### src/rtl/sck_gen_pkg.sv
package sck_gen_pkg;

  localparam int PRE_SEL_W = 2;
  localparam int SCL_SEL_W = 4;
  localparam int PRE_VAL_W = 3;
  localparam int SCL_VAL_W = 16;

  typedef struct packed {
    logic [PRE_SEL_W-1:0] pre;
    logic [SCL_SEL_W-1:0] scl;
    logic                 dbl;
    logic                 cpol;
  } sck_cfg_t;

  // prescaler factors are non-binary: 2, 3, 5, 7
  function automatic logic [PRE_VAL_W-1:0] pre_factor(input logic [PRE_SEL_W-1:0] code);
    logic [PRE_VAL_W-1:0] v;
    case (code)
      2'd0:    v = 3'd2;
      2'd1:    v = 3'd3;
      2'd2:    v = 3'd5;
      default: v = 3'd7;
    endcase
    return v;
  endfunction

  // low codes step linearly by two, upper codes are powers of two
  function automatic logic [SCL_VAL_W-1:0] scl_factor(input logic [SCL_SEL_W-1:0] code);
    logic [SCL_VAL_W-1:0] v;
    if (code < 4'd4) v = SCL_VAL_W'({code, 1'b0}) + SCL_VAL_W'(2);
    else             v = SCL_VAL_W'(1) << code;
    return v;
  endfunction

endpackage

### src/rtl/sck_cfg_hold.sv
module sck_cfg_hold
  import sck_gen_pkg::*;
(
  input  logic     clk,
  input  logic     rst_n,
  input  logic     load,
  input  sck_cfg_t cfg_in,
  output sck_cfg_t cfg_q
);

  sck_cfg_t cfg_d;

  always_comb begin
    cfg_d = cfg_q;
    if (load) cfg_d = cfg_in;
  end

  always_ff @(posedge clk or negedge rst_n) begin
    if (!rst_n) cfg_q <= '0;
    else        cfg_q <= cfg_d;
  end

endmodule

### src/rtl/sck_ratio_lut.sv
module sck_ratio_lut
  import sck_gen_pkg::*;
#(
  parameter int RATIO_W = 18
) (
  input  logic [PRE_SEL_W-1:0] pre_sel,
  input  logic [SCL_SEL_W-1:0] scl_sel,
  input  logic                 dbl,
  output logic [RATIO_W-1:0]   lo_len,
  output logic [RATIO_W-1:0]   hi_len
);

  logic [RATIO_W-1:0] pre_w;
  logic [RATIO_W-1:0] scl_w;
  logic [RATIO_W-1:0] product;
  logic [RATIO_W-1:0] total;

  always_comb begin
    pre_w   = RATIO_W'(pre_factor(pre_sel));
    scl_w   = RATIO_W'(scl_factor(scl_sel));
    product = pre_w * scl_w;
    // every scaler factor is even, so halving is exact
    total   = dbl ? (product >> 1) : product;
    lo_len  = total >> 1;
    hi_len  = total - lo_len;
  end

endmodule

### src/rtl/sck_phase_timer.sv
module sck_phase_timer #(
  parameter int HALF_W = 18
) (
  input  logic              clk,
  input  logic              rst_n,
  input  logic              frame_active,
  input  logic [HALF_W-1:0] lo_len,
  input  logic [HALF_W-1:0] hi_len,
  input  logic              cpol,
  output logic              run,
  output logic              sck,
  output logic              tick,
  output logic              lead,
  output logic              trail
);

  logic              run_q, run_d;
  logic              act_q, act_d;
  logic [HALF_W-1:0] cnt_q, cnt_d;
  logic [HALF_W-1:0] cur_len;
  logic              at_end;

  always_comb begin
    cur_len = act_q ? hi_len : lo_len;
    at_end  = run_q && frame_active && (cnt_q == cur_len - 1'b1);
    lead    = at_end && !act_q;
    trail   = at_end &&  act_q;
    tick    = at_end;
  end

  always_comb begin
    run_d = run_q;
    act_d = act_q;
    cnt_d = cnt_q;
    if (!frame_active) begin
      run_d = 1'b0;
      act_d = 1'b0;
      cnt_d = '0;
    end else if (!run_q) begin
      run_d = 1'b1;
      act_d = 1'b0;
      cnt_d = '0;
    end else if (at_end) begin
      act_d = !act_q;
      cnt_d = '0;
    end else begin
      cnt_d = cnt_q + 1'b1;
    end
  end

  always_ff @(posedge clk or negedge rst_n) begin
    if (!rst_n) begin
      run_q <= 1'b0;
      act_q <= 1'b0;
      cnt_q <= '0;
    end else begin
      run_q <= run_d;
      act_q <= act_d;
      cnt_q <= cnt_d;
    end
  end

  assign run = run_q;
  assign sck = cpol ^ act_q;

endmodule

### src/rtl/sck_baud_gen.sv
module sck_baud_gen
  import sck_gen_pkg::*;
#(
  parameter int RATIO_W = 18
) (
  input  logic       clk,
  input  logic       rst_n,
  input  logic       frame_active,
  input  logic [1:0] cfg_pre_sel,
  input  logic [3:0] cfg_scl_sel,
  input  logic       cfg_dbl,
  input  logic       cfg_cpol,
  output logic       sck,
  output logic       sck_tick,
  output logic       lead_edge,
  output logic       trail_edge
);

  localparam int HALF_W = RATIO_W;

  sck_cfg_t          cfg_in;
  sck_cfg_t          cfg_q;
  logic              run;
  logic [HALF_W-1:0] lo_len;
  logic [HALF_W-1:0] hi_len;

  assign cfg_in = '{pre: cfg_pre_sel, scl: cfg_scl_sel, dbl: cfg_dbl, cpol: cfg_cpol};

  sck_cfg_hold i_cfg (
    .clk    (clk),
    .rst_n  (rst_n),
    .load   (!run),
    .cfg_in (cfg_in),
    .cfg_q  (cfg_q)
  );

  sck_ratio_lut #(.RATIO_W(RATIO_W)) i_lut (
    .pre_sel (cfg_q.pre),
    .scl_sel (cfg_q.scl),
    .dbl     (cfg_q.dbl),
    .lo_len  (lo_len),
    .hi_len  (hi_len)
  );

  sck_phase_timer #(.HALF_W(HALF_W)) i_tmr (
    .clk          (clk),
    .rst_n        (rst_n),
    .frame_active (frame_active),
    .lo_len       (lo_len),
    .hi_len       (hi_len),
    .cpol         (cfg_q.cpol),
    .run          (run),
    .sck          (sck),
    .tick         (sck_tick),
    .lead         (lead_edge),
    .trail        (trail_edge)
  );

endmodule

### config.mk
export PLATFORM = sky130hd
export DESIGN_NAME = sck_baud_gen
export DESIGN_NICKNAME = d
export VERILOG_FILES = /design/src/rtl/sck_gen_pkg.sv /design/src/rtl/sck_cfg_hold.sv /design/src/rtl/sck_ratio_lut.sv /design/src/rtl/sck_phase_timer.sv /design/src/rtl/sck_baud_gen.sv
export SDC_FILE = /design/constraint.sdc
export NUM_CORES = 1
export LEC_CHECK = 0
export BUFFER_PORTS_ARGS = -buffer_cell sky130_fd_sc_hd__buf_2
export CAP_MARGIN = 20
export CELL_PAD_IN_SITES_DETAIL_PLACEMENT = 1
export CELL_PAD_IN_SITES_GLOBAL_PLACEMENT = 2
export CORE_MARGIN = 10
export CORE_UTILIZATION = 25
export DETAILED_ROUTE_END_ITERATION = 12
export PLACE_DENSITY_LB_ADDON = 0.08
export REMOVE_ABC_BUFFERS = 1
export SKIP_CTS_REPAIR_TIMING = 1
export SYNTH_ARGS = -nofsm -noshare
export SYNTH_HDL_FRONTEND = slang
export SYNTH_HIERARCHICAL = 1
export SYNTH_SLANG_ARGS = --single-unit
export TNS_END_PERCENT = 10
### constraint.sdc
create_clock -name clk -period 14.7 [get_ports clk]
set_input_delay 0.735 -clock clk [delete_from_list [all_inputs] [get_ports clk]]
set_output_delay 0.735 -clock clk [all_outputs]
set_load 0.005 [all_outputs]
==> summary.txt, run 1 <==
STA
  • Setup TNS: 0 ns
  • RSZ-0062 raised after global routing: no
  • Final hold slack: 0.502 ns
  • Post-route clock period utilization: 62.2%
  • Layout Skew: about 0.0056 ns
  • Fmax: ~110 MHz
  • Setup Viol. Count Final: 0
  • Slew Limit Fails: 0
  • Slew margin rel.: around 44%
  • Worst-margin pin slew: approximately 0.85 ns
  • Fin crit period: ~9.1 ns
  • Hold Vio Cnt, Final: 0

Floorplanning
  • Starting density of the core: 25.3%
  • Full die area: approximately 0.027 mm^2
  • Die Y-Extent: between 150 and 200 um
  • IO Pins: 15
  • FP Rows: 52
  • CORE AREA: around 0.020 mm^2
  • Die Wd: 163 um

Run
  • MaxCap Viol Count: 0

CTS
  • H-tree depth: 1
  • Clock root cell: clkbuf_16
  • Clock-pin slew on the worst setup and hold paths: 0.09 ns
  • Sinks on the clock net: 28
  • Clock buffer depth: 2
  • CTS tree: done
  • Number of CTS-inserted buffers: 3
  • Clock latency on the worst-skew pair: 0.28 ns

Drt
  • Post-route ant nets: 0
  • WL/cell: approximately 16 um
  • Drt drc: 0
  • Top sig layer: met4
  • DR WL met2: just under 7000 um
  • Vias per Instance: roughly 4.9
  • Final wirelength: ~15000 um
  • 1st-iter DRT viols: 134
  • Routed wl met3: about 260 um
  • WL met1: about 7600 um
  • Vias: ~4400
  • TritonRoute pass-1 iters: 4

Critical path
  • Critical path buffers and inverters: 4
  • WS Path Type: reg -> out
  • Crit. Startpoint: i_cfg/cfg_q[4]
  • Crit Reg-Reg Endpoint: i_tmr/cnt_q[2]
  • Largest stage delay, worst path: just over 0.7 ns
  • Worst path required time: approximately 14 ns
  • R2R setup slack: between 6 and 7 ns
  • CP Max Fanout: 15
  • Worst r2r src: i_cfg/cfg_q[4]
  • Crit-path slowest cell: a311oi_1
  • Worst Setup Start Kind: flop
  • Worst Reg-to-Reg Cells: 30
  • Crit. End Element: output pin
  • CP top delay family: compound AO/OA/AOI/OAI gates
  • Arr. time, crit path: approximately 8.4 ns

Status
  • Status: complete, no violations

Placement
  • Placed Cells: roughly 900
  • Final RePlAce weighted congestion: approximately 0.74
  • I/O Buffers: 14
  • Final HPWL DP: ~12000 um

Yosys
  • Mean area per synthesized cell: 8.16 um^2
  • Number of enable flip-flop cells after synthesis: 0
  • Post-synthesis cell type count: between 80 and 90
  • Main flop type after synthesis: dfrtp_1
  • FFs w/ async S/R, synth: 100%
  • Synth Instances: roughly 630
  • Synthesized flop and latch total: 28
  • Post-synth design cell area: 0.00510 mm^2
  • Sequential area share after synthesis: 13.7%
  • Yosys warns: 6

Global routing
  • Vias in the first global route: approximately 4800
  • Gr usage total: a little under an eighth
  • Global route overflow: 0
  • First-pass GRT wire length: 25400 um
  • Initial antenna violation count: 0
  • Largest net degree at the start of global routing: between 50 and 60

Power and ir drop
  • Leak pwr: 2.35 nW
  • Pwr Density: slightly above 100 mW/mm^2
  • VDD IR max: 0.0525 mV
  • Power Total: 0.564 mW

Min path
  • Hold Crit Class: in -> async

Final layout
  • Share of cells above drive strength 1: between 10% and 20%
  • Layout fillers: about 2500
  • Post-Layout Cell Count: 898
  • Nets@finish: approximately 700
  • Antenna diode count: 0
  • Synth-to-Final Area Change: 7.88%
==> flip-flops by register name, indices dropped and copies added (netlist names) <==
name and flops:
i_tmr/cnt_q 18, i_cfg/cfg_q 8, i_tmr/act_q 1, i_tmr/run 1
==> cell type report <==
class,count,area (um^2),area share (%)
multi-input combinational,521,4040,73.5
clock inverter,1,30.0,0.546
inverter,58,218,3.96
clock buffer,3,75.1,1.37
timing repair buffer,17,92.6,1.68
sequential,28,702,12.8
tap,270,338,6.14
==> report_power, final <==
group,switching [mW],internal (mW),total (mW)
clock network,0.0361,0.0546,0.0907
logic,0.236,0.152,0.389
registers,0.00532,0.0796,0.0849
total,0.278,0.286,0.564
==> synthesized netlist by cell type, drive strengths merged, types with 6 or more instances <==
cell / n / area (um^2)
a211oi: 7 / 62.6
a21o: 9 / 67.6
a21oi: 23 / 123
a31oi: 7 / 43.8
and3: 10 / 62.6
buf: 14 / 120
clkbuf: 6 / 22.5
dfrtp: 28 / 701
fa: 16 / 320
ha: 40 / 500
inv: 58 / 218
mux2: 21 / 270
mux2i: 25 / 254
nand2: 55 / 206
nand2b: 8 / 50.1
nand3: 32 / 160
nor2: 56 / 210
nor3: 19 / 100
nor3b: 7 / 52.6
o211ai: 7 / 57.6
o21ai: 14 / 73.8
o22ai: 6 / 37.5
or3: 7 / 48.8
xnor2: 38 / 333
xor2: 22 / 193
==> worst max path at each step <==
stage	endpoint	slack [ns]	cells after the start
3_5_place_dp	lead_edge	5.93	31
2_1_floorplan	lead_edge	6.88	30
4_1_cts	lead_edge	5.56	31
6_report	lead_edge	5.56	31
5_1_grt	lead_edge	4.80	31
3_3_place_gp	lead_edge	6.17	31
==> worst reg2reg max path: cells and delay by family (launching register included) <==
kind	cells	cell delay, ns
muxes	2	0.46
AOI/OAI and AO/OA	13	3.64
adders and majority gates	4	1.53
xor gates and xnor gates	2	0.43
and+or+nand+nor	6	1.29
buffers and inverters	3	0.32
DFF	1	0.65
==> per-layer routing <==
layer / up-vias / track usage [%]
met5: - / 0
met4: 0 / 1.72
met3: 2 / 1.11
met2: 26 / 19.6
met1: 2159 / 15.7
li1: 2229 / -
==> metrics by stage <==
stage,util (%),cell area (um^2),setup WS [ns]
after floorplan,-,4960,6.88
after global placement,26.7,5390,6.17
after detailed placement,26.7,5390,5.93
after CTS,27.3,5500,5.56
after global routing,27.3,5500,4.80
final,27.3,5500,5.56
==> logic make-up (layout without fill, tap and decap cells) <==
logic type	after synthesis	in the layout	synth area share, %
AND/OR/NAND/NOR	242	242	25.1
AO/OA/AOI/OAI	114	114	17.3
buffers and inverters	78	79	7.07
XOR/XNOR	60	60	10.3
adder cells (fa/ha/maj)	56	56	16.1
multiplexers	46	46	10.3
flip-flops	28	28	13.7
other	1	3	0.0736
==> cell usage in the layout (no fill, tap or decap), types with 7 or more instances in the layout <==
cell type / count
mux2i_1: 24
dfrtp_1: 27
mux2_2: 12
mux2_4: 9
a21o_1: 9
xor2_1: 22
nand2b_1: 8
nand2_1: 55
a31oi_1: 7
nand3_1: 32
inv_1: 58
xnor2_1: 38
o21ai_0: 10
nor3_1: 18
buf_2: 14
nor3b_1: 7
a21oi_1: 21
fa_1: 16
and3_1: 10
ha_1: 40
nor2_1: 56
Power figures use the tool's default switching activity.
==> run 2, diff against run 1 <==
- clock period: 14.7 -> 9.5 ns (I/O delays scaled with it)
==> summary.txt, run 2 (same netlist as run 1, synthesis figures left out) <==
Status
  • Status: complete, no violations

Critical path
  • Worst Setup Start Kind: flop
  • Worst path required time: 9.03 ns (-4.94 ns)
  • Most used cell along the critical path: a21oi_1
  • Crit. End Element: output pin
  • Arr. time, crit path: 8.19 ns (-0.22 ns)
  • Largest stage delay, worst path: 0.64 ns (-0.08 ns)
  • Crit-path slowest cell: dfrtp_1
  • WS Path Type: reg -> out
  • CP Max Fanout: 15 (unchanged)

CTS
  • H-tree depth: 1 (unchanged)
  • CTS tree: done
  • Clock buffer depth: 2 (unchanged)
  • Clock latency on the worst-skew pair: 0.29 ns (about the same)
  • Sinks on the clock net: 28 (unchanged)
  • Number of CTS-inserted buffers: 3 (unchanged)
  • Clock-pin slew on the worst setup and hold paths: 0.09 ns (about the same)
  • Clock root cell: clkbuf_16

STA
  • Hold Vio Cnt, Final: 0 (unchanged)
  • Setup TNS: 0 ns (unchanged)
  • Layout Skew: 0.00508 ns (-0.000527 ns)
  • Setup Viol. Count Final: 0 (unchanged)
  • RSZ-0062 raised after global routing: no
  • Final WS setup: 0.839 ns (-4.72 ns)
  • Fin crit period: about 8.7 ns
  • Worst-margin pin slew: 0.846 ns (-0.0000750 ns)
  • Fmax: ~120 MHz
  • Slew margin rel.: 43.6% (about the same)
  • Slew Limit Fails: 0 (unchanged)
  • Post-route clock period utilization: roughly nine tenths
  • Final hold slack: 0.241 ns (-0.261 ns)

Power and ir drop
  • Pwr Density: 160 mW/mm^2 (+56%)
  • Power Total: 0.884 mW (+57%)
  • Leak pwr: 2.35 nW (+0.26%)
  • VDD IR max: 0.0721 mV (+37%)

Final layout
  • Final cell utilization of the core: 27.3% (+0.068 points)
  • Biggest regs: i_tmr/cnt_q x18, i_cfg/cfg_q x8
  • Antenna diode count: 0 (unchanged)
  • Post-Layout Cell Count: 899 (+0.11%)
  • Most frequent cells in the layout: inv_1 (58), nor2_1 (56), nand2_1 (55), ha_1 (40), xnor2_1 (38)
  • Synth-to-Final Area Change: 8.15%
  • Nets@finish: 697 (+0.14%)
  • Most common cell after layout, fill and taps aside: inv_1
  • Largest Register: i_tmr/cnt_q
  • Max reg flops: 18 (unchanged)
  • Share of cells above drive strength 1: 11.8% (+0.30 points)
  • Fin area: 0.00551 mm^2 (+0.25%)
  • Layout fillers: 2469 (+0.12%)

Global routing
  • First-pass GRT wire length: 25600 um (+0.79%)
  • Global route overflow: 0 (unchanged)
  • Initial antenna violation count: 0 (unchanged)
  • Largest net degree at the start of global routing: 52 (unchanged)
  • Gr usage total: 11.6% (+0.088 points)
  • Vias in the first global route: 4863 (+0.31%)

Drt
  • 1st-iter DRT viols: 116 (-13%)
  • TritonRoute pass-1 iters: 4 (unchanged)
  • Vias: 4385 (-0.70%)
  • Vias per Instance: 4.88 (-0.81%)
  • Post-route ant nets: 0 (unchanged)
  • Final wirelength: 14700 um (-0.33%)
  • WL/cell: 16.4 um (-0.44%)
  • Drt drc: 0 (unchanged)

Floorplanning
  • Die Wd: 163 um (unchanged)
  • IO Pins: 15 (unchanged)
  • Full die area: 0.0265 mm^2 (unchanged)
  • Die Y-Extent: 163 um (unchanged)
  • Starting density of the core: 25.3% (unchanged)
  • FP Rows: 52 (unchanged)
  • CORE AREA: 0.0202 mm^2 (unchanged)

Placement
  • Final RePlAce weighted congestion: 0.738 (+0.42%)
  • I/O Buffers: 14 (unchanged)
  • Dpl ws: 0.868 ns (-5.06 ns)
  • Placed Cells: 895 (+0.11%)
  • Final HPWL DP: 12100 um (-1.1%)
  • DP Area: 0.00540 mm^2 (+0.14%)

Run
  • MaxCap Viol Count: 0 (unchanged)

Min path
  • Hold Crit Class: in -> async
[run 2: cell count changes in the layout (fill, tap and decap cells not counted)]
| cell | previous run | this run |
|---|---|---|
| a311oi_2 | 0 | 1 |
| a311oi_1 | 3 | 2 |
| buf_4 | 3 | 4 |
[run 2: cell type report]
class	instances	area, um^2	share of cell area (%)
Multi-Input combinational cell	521	4050	73.5
Tap cell	270	338	6.13
Timing Repair Buffer	18	100	1.82
Inverter	58	218	3.95
Clock inverter	1	30.0	0.545
Sequential cell	28	702	12.7
Clock buffer	3	75.1	1.36
[run 2: per-layer routing]
| metal | vias up | wire length, um | GRT usage [%] |
|---|---|---|---|
| met5 | - | 0 | 0 |
| met4 | 0 | 99 | 1.97 |
| met3 | 5 | 164 | 1.16 |
| met2 | 17 | 6560 | 18.8 |
| met1 | 2135 | 7870 | 16.5 |
| li1 | 2228 | - | - |
[run 2: worst max-delay path: cells and delay by family (launching register included)]
kind / cells / cell delay, ns
xor gates and xnor gates: 1 / 0.14
and+or+nand+nor: 8 / 2.17
DFF: 1 / 0.64
adders and majority gates: 4 / 1.54
buffers and inverters: 4 / 0.45
AOI/OAI and AO/OA: 13 / 2.72
muxes: 1 / 0.23
[run 2: worst paths after layout]
check                          startpoint               to  slack [ns]  depth (start not counted)
min in group clk             frame_active        i_tmr/run        0.32                          1
hold / removal                      rst_n  i_tmr/cnt_q[14]        0.24                          1
setup reg to reg           i_cfg/cfg_q[4]  i_tmr/cnt_q[17]        1.21                         30
max in group asynchronous           rst_n      i_tmr/act_q        8.74                          1
setup / recovery           i_cfg/cfg_q[4]        lead_edge        0.84                         31
hold reg to reg            i_tmr/cnt_q[0]   i_tmr/cnt_q[0]        0.53                          1
[run 2: where the power goes]
part / internal (mW) / leakage [nW] / total [mW] / switching (mW)
clock: 0.0846 / 0.0511 / 0.140 / 0.0551
combinational: 0.242 / 1.93 / 0.613 / 0.371
sequential: 0.123 / 0.368 / 0.131 / 0.00828
==> run 3, diff against run 2 <==
==> constraint.sdc (replaced) <==
create_clock -name clk -period 9.5 [get_ports clk]
set_input_delay 0.475 -clock clk [delete_from_list [all_inputs] [get_ports clk]]
set_output_delay 0.475 -clock clk [all_outputs]
set_load 0.01 [all_outputs]
==> summary.txt, run 3 (same netlist as run 1, synthesis figures left out) <==
Critical path
  • Worst Setup Start Kind: flop
  • Largest stage delay, worst path: 0.63 ns (about the same)
  • Most used cell along the critical path: a21oi_1
  • WS Path Type: reg -> out
  • CP Max Fanout: 15 (unchanged)
  • R2R setup slack: 1.22 ns (about the same)
  • Arr. time, crit path: 8.23 ns (+0.04 ns)
  • Worst Reg-to-Reg Cells: 30 (unchanged)
  • Worst path required time: 9.03 ns (about the same)
  • Crit Reg-Reg Endpoint: i_tmr/cnt_q[4]
  • Crit-path slowest cell: dfrtp_1
  • CP top delay family: compound AO/OA/AOI/OAI gates
  • Crit. End Element: output pin
  • Critical path buffers and inverters: 4 (unchanged)
  • Worst r2r src: i_cfg/cfg_q[4]

Final layout
  • Share of cells above drive strength 1: 11.8% (unchanged)
  • Fin area: 0.00551 mm^2 (unchanged)
  • Most frequent cells in the layout: inv_1 (58), nor2_1 (56), nand2_1 (55), ha_1 (40), xnor2_1 (38)
  • Most common cell after layout, fill and taps aside: inv_1
  • Final cell utilization of the core: 27.3% (unchanged)
  • Nets@finish: 697 (unchanged)
  • Post-Layout Cell Count: 899 (unchanged)
  • Biggest regs: i_tmr/cnt_q x18, i_cfg/cfg_q x8
  • Largest Register: i_tmr/cnt_q
  • Antenna diode count: 0 (unchanged)
  • Max reg flops: 18 (unchanged)
  • Synth-to-Final Area Change: 8.15% (unchanged)

STA
  • Final hold slack: 0.250 ns (+0.00930 ns)
  • Final WS setup: 0.798 ns (-0.0402 ns)
  • Worst-margin pin slew: 0.843 ns (-0.00316 ns)
  • Post-route clock period utilization: 91.6% (+0.42 points)
  • Fmax: 115 MHz (-0.46%)
  • Fin crit period: 8.70 ns (+0.0402 ns)
  • Setup TNS: 0 ns (unchanged)
  • Slew Limit Fails: 0 (unchanged)
  • Setup Viol. Count Final: 0 (unchanged)
  • Layout Skew: 0.00469 ns (-0.000396 ns)
  • Slew margin rel.: 43.8% (+0.21 points)
  • RSZ-0062 raised after global routing: no
  • Hold Vio Cnt, Final: 0 (unchanged)

CTS
  • Sinks on the clock net: 28 (unchanged)
  • H-tree depth: 1 (unchanged)
  • Clock root cell: clkbuf_16
  • Clock latency on the worst-skew pair: 0.28 ns (about the same)
  • Clock-pin slew on the worst setup and hold paths: 0.09 ns (about the same)
  • CTS tree: done
  • Number of CTS-inserted buffers: 3 (unchanged)
  • Clock buffer depth: 2 (unchanged)

Global routing
  • Largest net degree at the start of global routing: 52 (unchanged)
  • Global route overflow: 0 (unchanged)
  • First-pass GRT wire length: 25400 um (-0.65%)
  • Gr usage total: 11.5% (-0.13 points)
  • Initial antenna violation count: 0 (unchanged)
  • Vias in the first global route: 4880 (+0.35%)

Placement
  • Placed Cells: 895 (unchanged)
  • Final HPWL DP: 12200 um (+0.37%)
  • I/O Buffers: 14 (unchanged)
  • Final RePlAce weighted congestion: 0.738 (about the same)
  • Dpl ws: 0.833 ns (-0.0349 ns)
  • DP Area: 0.00540 mm^2 (unchanged)

Drt
  • WL/cell: 16.4 um (+0.12%)
  • 1st-iter DRT viols: 103 (-11%)
  • Vias per Instance: 4.99 (+2.2%)
  • Vias: 4482 (+2.2%)
  • Final wirelength: 14700 um (+0.12%)
  • TritonRoute pass-1 iters: 4 (unchanged)
  • Post-route ant nets: 0 (unchanged)
  • Drt drc: 0 (unchanged)

Floorplanning
  • Die Wd: 163 um (unchanged)
  • Die Y-Extent: 163 um (unchanged)
  • FP Rows: 52 (unchanged)
  • Starting density of the core: 25.3% (unchanged)
  • CORE AREA: 0.0202 mm^2 (unchanged)
  • IO Pins: 15 (unchanged)
  • Full die area: 0.0265 mm^2 (unchanged)

Min path
  • Hold Crit Class: in -> async

Power and ir drop
  • VDD IR max: 0.0702 mV (-2.7%)
  • Pwr Density: 160 mW/mm^2 (-0.12%)
  • Leak pwr: 2.35 nW (unchanged)
  • Power Total: 0.883 mW (-0.12%)

Status
  • Status: complete, no violations

Run
  • MaxCap Viol Count: 0 (unchanged)
[run 3: final cells by class]
class | instances | area (um^2)
fillers | 2453 | 14700
clock inverters | 1 | 30.0
flip-flops and latches | 28 | 702
repair buffers | 18 | 100
well taps | 270 | 338
inverters | 58 | 218
clock buffers | 3 | 75.1
multi-input cells | 521 | 4050
[run 3: per-layer routing]
layer	track usage, %	share of wire, %	up-vias
met5	0	0	-
met4	1.76	0.56	0
met3	1.26	1.3	5
met2	19.0	45	23
met1	16.0	53	2222
li1	-	-	2232
[run 3: worst reg2reg max path: cells and delay by family (launching register included)]
kind	cells	cell delay [ns]
AOI/OAI and AO/OA	14	3.49
xor gates and xnor gates	1	0.16
adders and majority gates	4	1.54
buffers and inverters	3	0.33
DFF	1	0.63
muxes	1	0.25
and+or+nand+nor	7	1.75
[run 3: how the worst max path moves through the flow]
stage                 to            from  depth (start not counted)
2_1_floorplan  lead_edge  i_cfg/cfg_q[4]                         30
3_3_place_gp   lead_edge  i_cfg/cfg_q[4]                         31
3_5_place_dp   lead_edge  i_cfg/cfg_q[4]                         31
4_1_cts        lead_edge  i_cfg/cfg_q[4]                         31
5_1_grt        lead_edge  i_cfg/cfg_q[4]                         31
6_report       lead_edge  i_cfg/cfg_q[4]                         31
[run 3: report_power, final]
part | switching [mW] | internal [mW]
sequential | 0.00831 | 0.123
combinational | 0.370 | 0.242
clock | 0.0543 | 0.0845
